$ cat config.mk
export PLATFORM = sky130hd
export DESIGN_NAME = clkstop_ctrl
export DESIGN_NICKNAME = d
export VERILOG_FILES = /design/src/rtl/clkstop_pkg.sv /design/src/rtl/clkstop_sync.sv /design/src/rtl/clkstop_hs_fsm.sv /design/src/rtl/clkstop_ctrl.sv
export SDC_FILE = /design/constraint.sdc
export NUM_CORES = 1
export LEC_CHECK = 0
export BUFFER_PORTS_ARGS = -buffer_cell sky130_fd_sc_hd__buf_4
export CAP_MARGIN = 0
export CORE_MARGIN = 2
export CORE_UTILIZATION = 45
export CTS_BUF_LIST = sky130_fd_sc_hd__clkbuf_4
export CTS_CLUSTER_DIAMETER = 150
export DETAILED_ROUTE_END_ITERATION = 8
export PLACE_DENSITY_LB_ADDON = 0.05
export SLEW_MARGIN = 20
export SYNTH_ARGS = -nofsm -noshare
export SYNTH_HDL_FRONTEND = slang
export SYNTH_SLANG_ARGS = --single-unit
$ cat constraint.sdc
create_clock -name clk -period 1.3 [get_ports clk]
set_input_delay 0.195 -clock clk [delete_from_list [all_inputs] [get_ports clk]]
set_output_delay 0.195 -clock clk [all_outputs]
set_load 0.02 [all_outputs]
$ cat src/rtl/clkstop_pkg.sv
// Package: shared types and register selectors of the clock stop controller.
// Assumes: nothing beyond IEEE 1800-2017.
package clkstop_pkg;

    // Handshake state of one bus-master peripheral
    typedef enum logic [1:0] {
        HS_RUN  = 2'd0,
        HS_WAIT = 2'd1,
        HS_STOP = 2'd2
    } hs_state_t;

    localparam logic SEL_HS   = 1'b0;
    localparam logic SEL_GATE = 1'b1;

endpackage

$ cat src/rtl/clkstop_sync.sv
// Module: clkstop_sync
// Purpose: brings one asynchronous level into the clk domain through a
// chain of flops.
// Assumes: the input level is stable for longer than STAGES clocks; reset
// clears the chain.
module clkstop_sync #(
    parameter int STAGES = 2
) (
    input  logic clk,
    input  logic rst_n,
    input  logic d,
    output logic q
);
    logic [STAGES-1:0] chain_q;

    // Shift the sampled level through the chain
    always_ff @(posedge clk) begin
        if (!rst_n) chain_q <= '0;
        else        chain_q <= {chain_q[STAGES-2:0], d};
    end

    assign q = chain_q[STAGES-1];
endmodule

$ cat src/rtl/clkstop_hs_fsm.sv
// Module: clkstop_hs_fsm
// Purpose: stop handshake of one bus-master peripheral. It forwards the
// software request, waits for the synchronised acknowledge and only then
// removes the clock. It bypasses the handshake when the gate bit already
// holds the clock off.
// Assumes: req_i and gate_i are register outputs and ack_sync_i is already
// synchronised to clk.
module clkstop_hs_fsm
    import clkstop_pkg::*;
(
    input  logic clk,
    input  logic rst_n,
    input  logic req_i,
    input  logic gate_i,
    input  logic ack_sync_i,
    output logic clk_en_o,
    output logic stop_req_o,
    output logic stopped_o
);
    hs_state_t state_q;
    logic      bypass_q;

    // Handshake sequencing
    always_ff @(posedge clk) begin
        if (!rst_n) begin
            state_q  <= HS_RUN;
            bypass_q <= 1'b0;
        end else begin
            unique case (state_q)
                HS_RUN: if (req_i) begin
                    state_q  <= gate_i ? HS_STOP : HS_WAIT;
                    bypass_q <= gate_i;
                end
                HS_WAIT: begin
                    if (!req_i)          state_q <= HS_RUN;
                    else if (ack_sync_i) state_q <= HS_STOP;
                end
                HS_STOP: if (!req_i) state_q <= HS_RUN;
                default: state_q <= HS_RUN;
            endcase
        end
    end

    // Outputs: clearing the request releases the clock combinationally
    always_comb begin
        stopped_o  = (state_q == HS_STOP) && req_i;
        clk_en_o   = !gate_i && !stopped_o;
        stop_req_o = req_i && ((state_q == HS_WAIT) ||
                               ((state_q == HS_STOP) && !bypass_q));
    end

    AST_NO_EARLY_STOP: assert property (@(posedge clk) disable iff (!rst_n)
        (clk_en_o && !ack_sync_i && state_q != HS_STOP) |=> (clk_en_o || gate_i));
    AST_STOP_AFTER_ACK: assert property (@(posedge clk) disable iff (!rst_n)
        (state_q == HS_WAIT && req_i && ack_sync_i) |=> (!clk_en_o || !req_i));
    AST_BYPASS_SILENT: assert property (@(posedge clk) disable iff (!rst_n)
        (state_q == HS_RUN && req_i && gate_i) |=> !stop_req_o);
    AST_RELEASE_NOW: assert property (@(posedge clk) disable iff (!rst_n)
        $fell(req_i) |-> (!stop_req_o && !stopped_o));
endmodule

$ cat src/rtl/clkstop_ctrl.sv
// Module: clkstop_ctrl (top)
// Purpose: holds the request and gate registers, synchronises the peripheral
// acknowledges, runs one handshake per bus-master peripheral and drives all
// clock enables.
// Assumes: 2*NUM_HS <= REG_W and NUM_HS+NUM_SG <= REG_W; SYNC_STAGES >= 2.
module clkstop_ctrl
    import clkstop_pkg::*;
#(
    parameter int NUM_HS      = 3,
    parameter int NUM_SG      = 4,
    parameter int REG_W       = 16,
    parameter int SYNC_STAGES = 2
) (
    input  logic              clk,
    input  logic              rst_n,
    input  logic              wr_en,
    input  logic              wr_sel,
    input  logic [REG_W-1:0]  wr_data,
    input  logic              rd_sel,
    output logic [REG_W-1:0]  rd_data,
    input  logic [NUM_HS-1:0] periph_ack_i,
    output logic [NUM_HS-1:0] periph_stop_req_o,
    output logic [NUM_HS-1:0] hs_clk_en_o,
    output logic [NUM_SG-1:0] sg_clk_en_o
);
    localparam int GATE_W = NUM_HS + NUM_SG;

    logic [NUM_HS-1:0] req_q;
    logic [GATE_W-1:0] gate_q;
    logic [NUM_HS-1:0] ack_sync;
    logic [NUM_HS-1:0] stopped;
    logic [REG_W-1:0]  hs_word;
    logic              unused_wr_bits;

    assign unused_wr_bits = ^wr_data;

    // Software-visible request and gate registers
    always_ff @(posedge clk) begin
        if (!rst_n) begin
            req_q  <= '0;
            gate_q <= '0;
        end else if (wr_en) begin
            if (wr_sel == SEL_HS) begin
                for (int i = 0; i < NUM_HS; i++) req_q[i] <= wr_data[2*i];
            end else begin
                gate_q <= wr_data[GATE_W-1:0];
            end
        end
    end

    for (genvar g = 0; g < NUM_HS; g++) begin : g_hs
        clkstop_sync #(.STAGES(SYNC_STAGES)) u_sync (
            .clk   (clk),
            .rst_n (rst_n),
            .d     (periph_ack_i[g]),
            .q     (ack_sync[g])
        );
        clkstop_hs_fsm u_fsm (
            .clk        (clk),
            .rst_n      (rst_n),
            .req_i      (req_q[g]),
            .gate_i     (gate_q[g]),
            .ack_sync_i (ack_sync[g]),
            .clk_en_o   (hs_clk_en_o[g]),
            .stop_req_o (periph_stop_req_o[g]),
            .stopped_o  (stopped[g])
        );
    end

    // Simple peripherals: enable is the inverse of the gate bit
    assign sg_clk_en_o = ~gate_q[GATE_W-1:NUM_HS];

    // Handshake word: request in even bits, acknowledge in odd bits
    always_comb begin
        hs_word = '0;
        for (int i = 0; i < NUM_HS; i++) begin
            hs_word[2*i]   = req_q[i];
            hs_word[2*i+1] = stopped[i];
        end
    end

    // Read multiplexer
    always_comb begin
        rd_data = '0;
        if (rd_sel == SEL_HS) rd_data = hs_word;
        else                  rd_data[GATE_W-1:0] = gate_q;
    end

    AST_SIMPLE_GATE: assert property (@(posedge clk) disable iff (!rst_n)
        $past(wr_en && wr_sel == SEL_GATE) |->
            (sg_clk_en_o == ~$past(wr_data[GATE_W-1:NUM_HS])));
    AST_STOP_NEEDS_REQ: assert property (@(posedge clk) disable iff (!rst_n)
        ((periph_stop_req_o | stopped) & ~req_q) == '0);
endmodule

== Yosys cells after proc, flatten, opt, wreduce, memory -nomap -nowiden ==
Cells that the tools add are included.

* Register bits: 25
* Output and inout bits: 26
* Input bits: 24
* Word-level logic and storage cells: 82

* Bitwise gates (word level): 2
* Reductions and logical operators: 35
* Mux-type cells: 19
* Eq/ne operators: 15

{| class="wikitable"
|+ Operators with widths
! kind !! count
|-
| $mux W2 || 15
|-
| $pmux W2 S3 || 3
|-
| $logic_and A1 B1 Y1 || 12
|-
| $ne A2 B2 Y1 const B || 6
|-
| $reduce_and A2 Y1 || 5
|-
| $logic_not A1 Y1 || 9
|-
| $ne A3 B3 Y1 const B || 3
|-
| $reduce_and A3 Y1 || 3
|-
| $mux W7 || 1
|-
| $eq A2 B1 Y1 const B || 3
|-
| $eq A2 B2 Y1 const B || 3
|-
| $logic_not A2 Y1 || 3
|-
| $not A4 Y4 || 1
|-
| $logic_or A1 B1 Y1 || 3
|-
| $not A1 Y1 || 1
|}

== Longest topological paths before layout ==
* Depth in word-level cells: 4
* Depth in mapped cells: 4
* Depth with buffers taken out: 3

== Hierarchy ==
A second synthesis with hierarchy kept.

* Cells, all modules: 130
* Area total of the unflattened synthesis: 1211.2 sq um

{| class="wikitable"
|+ Modules (own cells, without submodules)
! module !! area each (sq um) !! cells an instance !! sequential area each (sq um) !! instances
|-
| clkstop_ctrl || 558.0 || 64 || 200.2 || 1
|-
| clkstop_hs_fsm || 165.2 || 18 || 60.1 || 3
|-
| clkstop_sync || 52.6 || 4 || 40.0 || 3
|}

== Worst setup path before layout ==
OpenSTA, ideal clock, no wires.

* Path type: reg2out
* Start point: register g_hs[0].u_fsm.state_q[0]
* End point: output rd_data[1]
* Slack: 0.116 ns
* Cell stages (with the launch flop): 4
* Required time: 1.105 ns
* Path buffers: 0
* Arrival time: 0.989 ns
* Cells stage by stage: dfxtp_1 inv_1 nand3_1 o21ai_0

* Longest elaborated chain between the ends: 3

{| class="wikitable"
|+ Ends and longest elaborated chain
! what !! RTL line !! text
|-
| from (decl) || clkstop_hs_fsm.sv:20 || <nowiki>hs_state_t state_q;</nowiki>
|-
| from (signal assigned) || clkstop_hs_fsm.sv:31 || <nowiki>state_q <= gate_i ? HS_STOP : HS_WAIT;</nowiki>
|-
| $eq A2 B2 Y1 || clkstop_hs_fsm.sv:46 || <nowiki>stopped_o = (state_q == HS_STOP) && req_i;</nowiki>
|-
| $logic_and A1 B1 Y1 || clkstop_hs_fsm.sv:46 ||
|-
| $mux W7 || clkstop_ctrl.sv:85 || <nowiki>if (rd_sel == SEL_HS) rd_data = hs_word;</nowiki>
|-
| to (decl) || clkstop_ctrl.sv:20 || <nowiki>output logic [REG_W-1:0] rd_data,</nowiki>
|}

Every way passes these cells.

== Worst setup path after layout ==
* Start point: register g_hs[0].u_fsm.state_q[1]
* End point: output periph_stop_req_o[0]

* Longest elaborated chain between the ends: 4
* Elaborated cells on any way between the ends: 5
* Classes of those cells: eq/ne (2); reduce/logical (3)

{| class="wikitable"
|+ Ends and longest elaborated chain
! what !! RTL line !! text
|-
| $eq A2 B2 Y1 || clkstop_hs_fsm.sv:49 || <nowiki>((state_q == HS_STOP) && !bypass_q));</nowiki>
|-
| $logic_and A1 B1 Y1 || clkstop_hs_fsm.sv:49 ||
|-
| $logic_or A1 B1 Y1 * || clkstop_hs_fsm.sv:48 || <nowiki>stop_req_o = req_i && ((state_q == HS_WAIT) ||</nowiki>
|-
| $logic_and A1 B1 Y1 * || clkstop_hs_fsm.sv:48 ||
|-
| to (decl) || clkstop_ctrl.sv:22 || <nowiki>output logic [NUM_HS-1:0] periph_stop_req_o,</nowiki>
|}

Every way passes the cells marked *; elsewhere a longest branch is shown, timed or not.

==> impl_metrics.yaml <==
outcome:
  status: "complete, but fails checks"
  violations: "setup timing"
placed_design:
  place_congestion: 0.8056
  detailed_place_hpwl_um: 1667
  numPortBuffers: 31
layout:
  drive_above_1_share: 0.4080
  diodes: 0
  layout.nets: 199
  syn_to_final_growth_pct: 28.24
cts:
  htreeDepth: 1
  cts_hold_buffers: 0
  clockBufferDepth: 2
  cts-root-buf: "clkbuf_4"
  cts_buffers: 3
  clock_latency_ns: 0.31
  clkSlewWorstSetupHoldPaths_ns: 0.13
  cts_tree: "done"
  clock-sinks: 25
drt:
  drtPass1Iterations: 4
  wl_um: 2451
  drc: 0
  vias: 1013
  drt.antenna.violating_nets: 0
  avgViaCountPerCell: 4.941
  drtIter0Drc: 32
  wl_per_cell_um: 11.96
synth:
  synth_top_family_by_area: "simple AND/OR/NAND/NOR gates"
  synth-edff-count: 0
  synth-simple-area-share: 0.2399
  synth_cells: 143
  synthMuxAreaShare: 0.06781
  ys_types: 22
  ys_seq_area_frac: 0.4049
  synth_top_area_share: 0.4049
  yosys_most_used_dff: "dfxtp_1"
  synth-compound-area-share: 0.1488
  syn-cell-area_um2: 1236
  postSynthAreaPerCell_um2: 8.645
  netlist.top_cell.by_area: "dfxtp_1"
  synth_fa_ha_area_frac: 0
  yosys_warnings: 0
  synthTopCellsByArea: "dfxtp_1 (40%), buf_4 (10%), nand3_1 (5.3%), nand2_1 (5.2%), and2_1 (5.1%)"
  ys_ff_latch: 25
  synthArstFlopShare: 0
  synth-xor-area-share: 0
global_route:
  top_usage_layer: "met2"
  track_usage: 0.1631
  met2_usage: 0.2756
  grt_use_met1: 0.2117
  grt_use_met3: 0.02074
  grt_overflow: 0
  grt_max_degree: 17
  grt_pass1_wl_um: 4091
  grt_pass1_vias: 905
  antenna_found_initial: 0
worst_setup_path:
  r2r-start: "g_hs[2].u_fsm.state_q[0]$_SDFFE_PN0P_"
  startpoint: "g_hs[0].u_fsm.state_q[1]$_SDFFE_PN0P_"
  critPathRequiredTime_ns: 1.11
  reg2reg_slack_ns: 0.16
  crit_path_end_kind: "primary output"
  arrival_ns: 1.15
  worstSetupPathType: "flip-flop to primary output"
  worstPathMaxFanout: 6
  start_kind: "flip-flop"
timing:
  setup_ws_ns: -0.04579
  fin_skew_ns: 0.003880
  period_share: 1.035
  period_minus_slack_ns: 1.346
  whs_ns: 0.07739
  hold_violations: 0
  rsz0062_at_grt: "true"
  fmax_mhz: 743.1
  setup_viol: 4
  maxSlewViolCount: 0
die:
  core_area_um2: 2686
  start_util: 0.4602
  placementRows: 19
  dieHeight_um: 56.41
  die_x_um: 56.41
  fp.dieArea_um2: 3182
  ioPinCount: 50
run:
  cap_violations: 0
power_and_ir_drop:
  peakVddDrop_v: 0.0005616
  total_power_mw: 1.395
  power_leakage_nw: 0.6399
  power_density_nw_per_um2: 880.0
min_path:
  hp-start: "periph_ack_i[2]"
  hp-class: "primary input to flip-flop"
==> routing by layer <==
| layer | part of all wire | vias to the layer above |
|---|---|---|
| li1 | - | 523 |
| met1 | 0.45 | 463 |
| met2 | 0.50 | 25 |
| met3 | 0.043 | 2 |
| met4 | 0.0069 | 0 |
| met5 | 0 | - |
==> per-stage QoR <==
stage | area, um^2 | worst slack [ns] | std cells | TNS (ns) | util
after floorplan | 1266 | 0.1162 | 151 | 0 | -
after global placement | 1404 | 0.2152 | 194 | 0 | 0.5226
after detailed placement | 1404 | 0.1893 | 194 | 0 | 0.5226
after CTS | 1538 | -0.05045 | 203 | -0.1339 | 0.5724
after global routing | 1585 | -0.1026 | 205 | -0.6345 | 0.5901
final | 1585 | -0.04579 | 205 | -0.06192 | 0.5901
==> cells by family (layout without fill, tap and decap cells) <==
| logic type | after synthesis | count (layout) |
|---|---|---|
| compound gates | 26 | 26 |
| mux | 8 | 8 |
| buf+inv | 27 | 50 |
| flops | 25 | 25 |
| simple gates | 56 | 56 |
| other cells | 1 | 9 |
==> cell type report <==
class | instances | area (um^2)
Timing Repair Buffer | 39 | 315.3
Tap cell | 31 | 38.79
Sequential cell | 25 | 536.8
Clock buffer | 4 | 30.03
Fill cell | 244 | 1101
Inverter | 7 | 31.28
Multi-Input combinational cell | 99 | 633.1
==> cells in the mapped netlist (2+ instances only) <==
library cell   n
o21ai_0        9
a31oi_1        3
mux2_2         3
inv_1          7
nor2b_1        5
dfxtp_1       25
buf_2          2
nand2_1       17
mux2i_1        5
nand2b_1       3
a21oi_1        3
a2111oi_2      3
nor2_1         3
buf_4         17
nand3_1       13
nor3b_1        4
a21boi_0       7
and2_1        10
==> cell usage in the layout (no fill, tap or decap), types with 3 or more instances in the layout <==
cell	count
nor3b_1	3
conb_1	9
a21boi_0	7
o21ai_0	6
inv_1	4
dfxtp_1	14
a31oi_1	3
and2_1	10
nor2b_1	5
dfxtp_4	9
nand2_1	17
a21oi_1	3
mux2i_1	5
a2111oi_2	3
buf_6	6
nand3_1	11
clkbuf_4	4
buf_4	33
nand2b_1	3
==> path summary, 6_finish.rpt <==
check / cells after the start / to
hold / removal: 2 / g_hs[2].u_sync.chain_q[0]$_SDFF_PN0_
setup / recovery: 3 / periph_stop_req_o[0]
hold reg to reg: 1 / g_hs[2].u_sync.chain_q[1]$_SDFF_PN0_
setup reg to reg: 4 / g_hs[2].u_fsm.state_q[0]$_SDFFE_PN0P_
==> power breakdown <==
part	internal [mW]	leakage, nW	switching (mW)	total (mW)
Sequential	0.781	0.212	0.0277	0.809
Clock	0.141	0.0184	0.220	0.361
Combinational	0.107	0.410	0.119	0.225
==> repair_timing <==
| item | in CTS | in global routing |
|---|---|---|
| pin swaps | 5 | 5 |
| setup endpoints to repair | 12 | 11 |
| resized for setup | 32 | 11 |
| hold endpoints to repair | 0 | 0 |
| setup buffers | 5 | 2 |
==> worst max-delay path, stage by stage, from the launching register on <==
cell and delay, ns:
dfxtp_4 0.38, nor3b_2 0.15, o21a_1 0.19, buf_6 0.13
==> sequential cells by signal (all words and copies together), names as in the netlist <==
name,flops
g_hs.u_fsm.bypass_q,3
g_hs.u_fsm.state_q,6
g_hs.u_sync.chain_q,6
gate_q,7
req_q,3
Power figures use the tool's default switching activity.
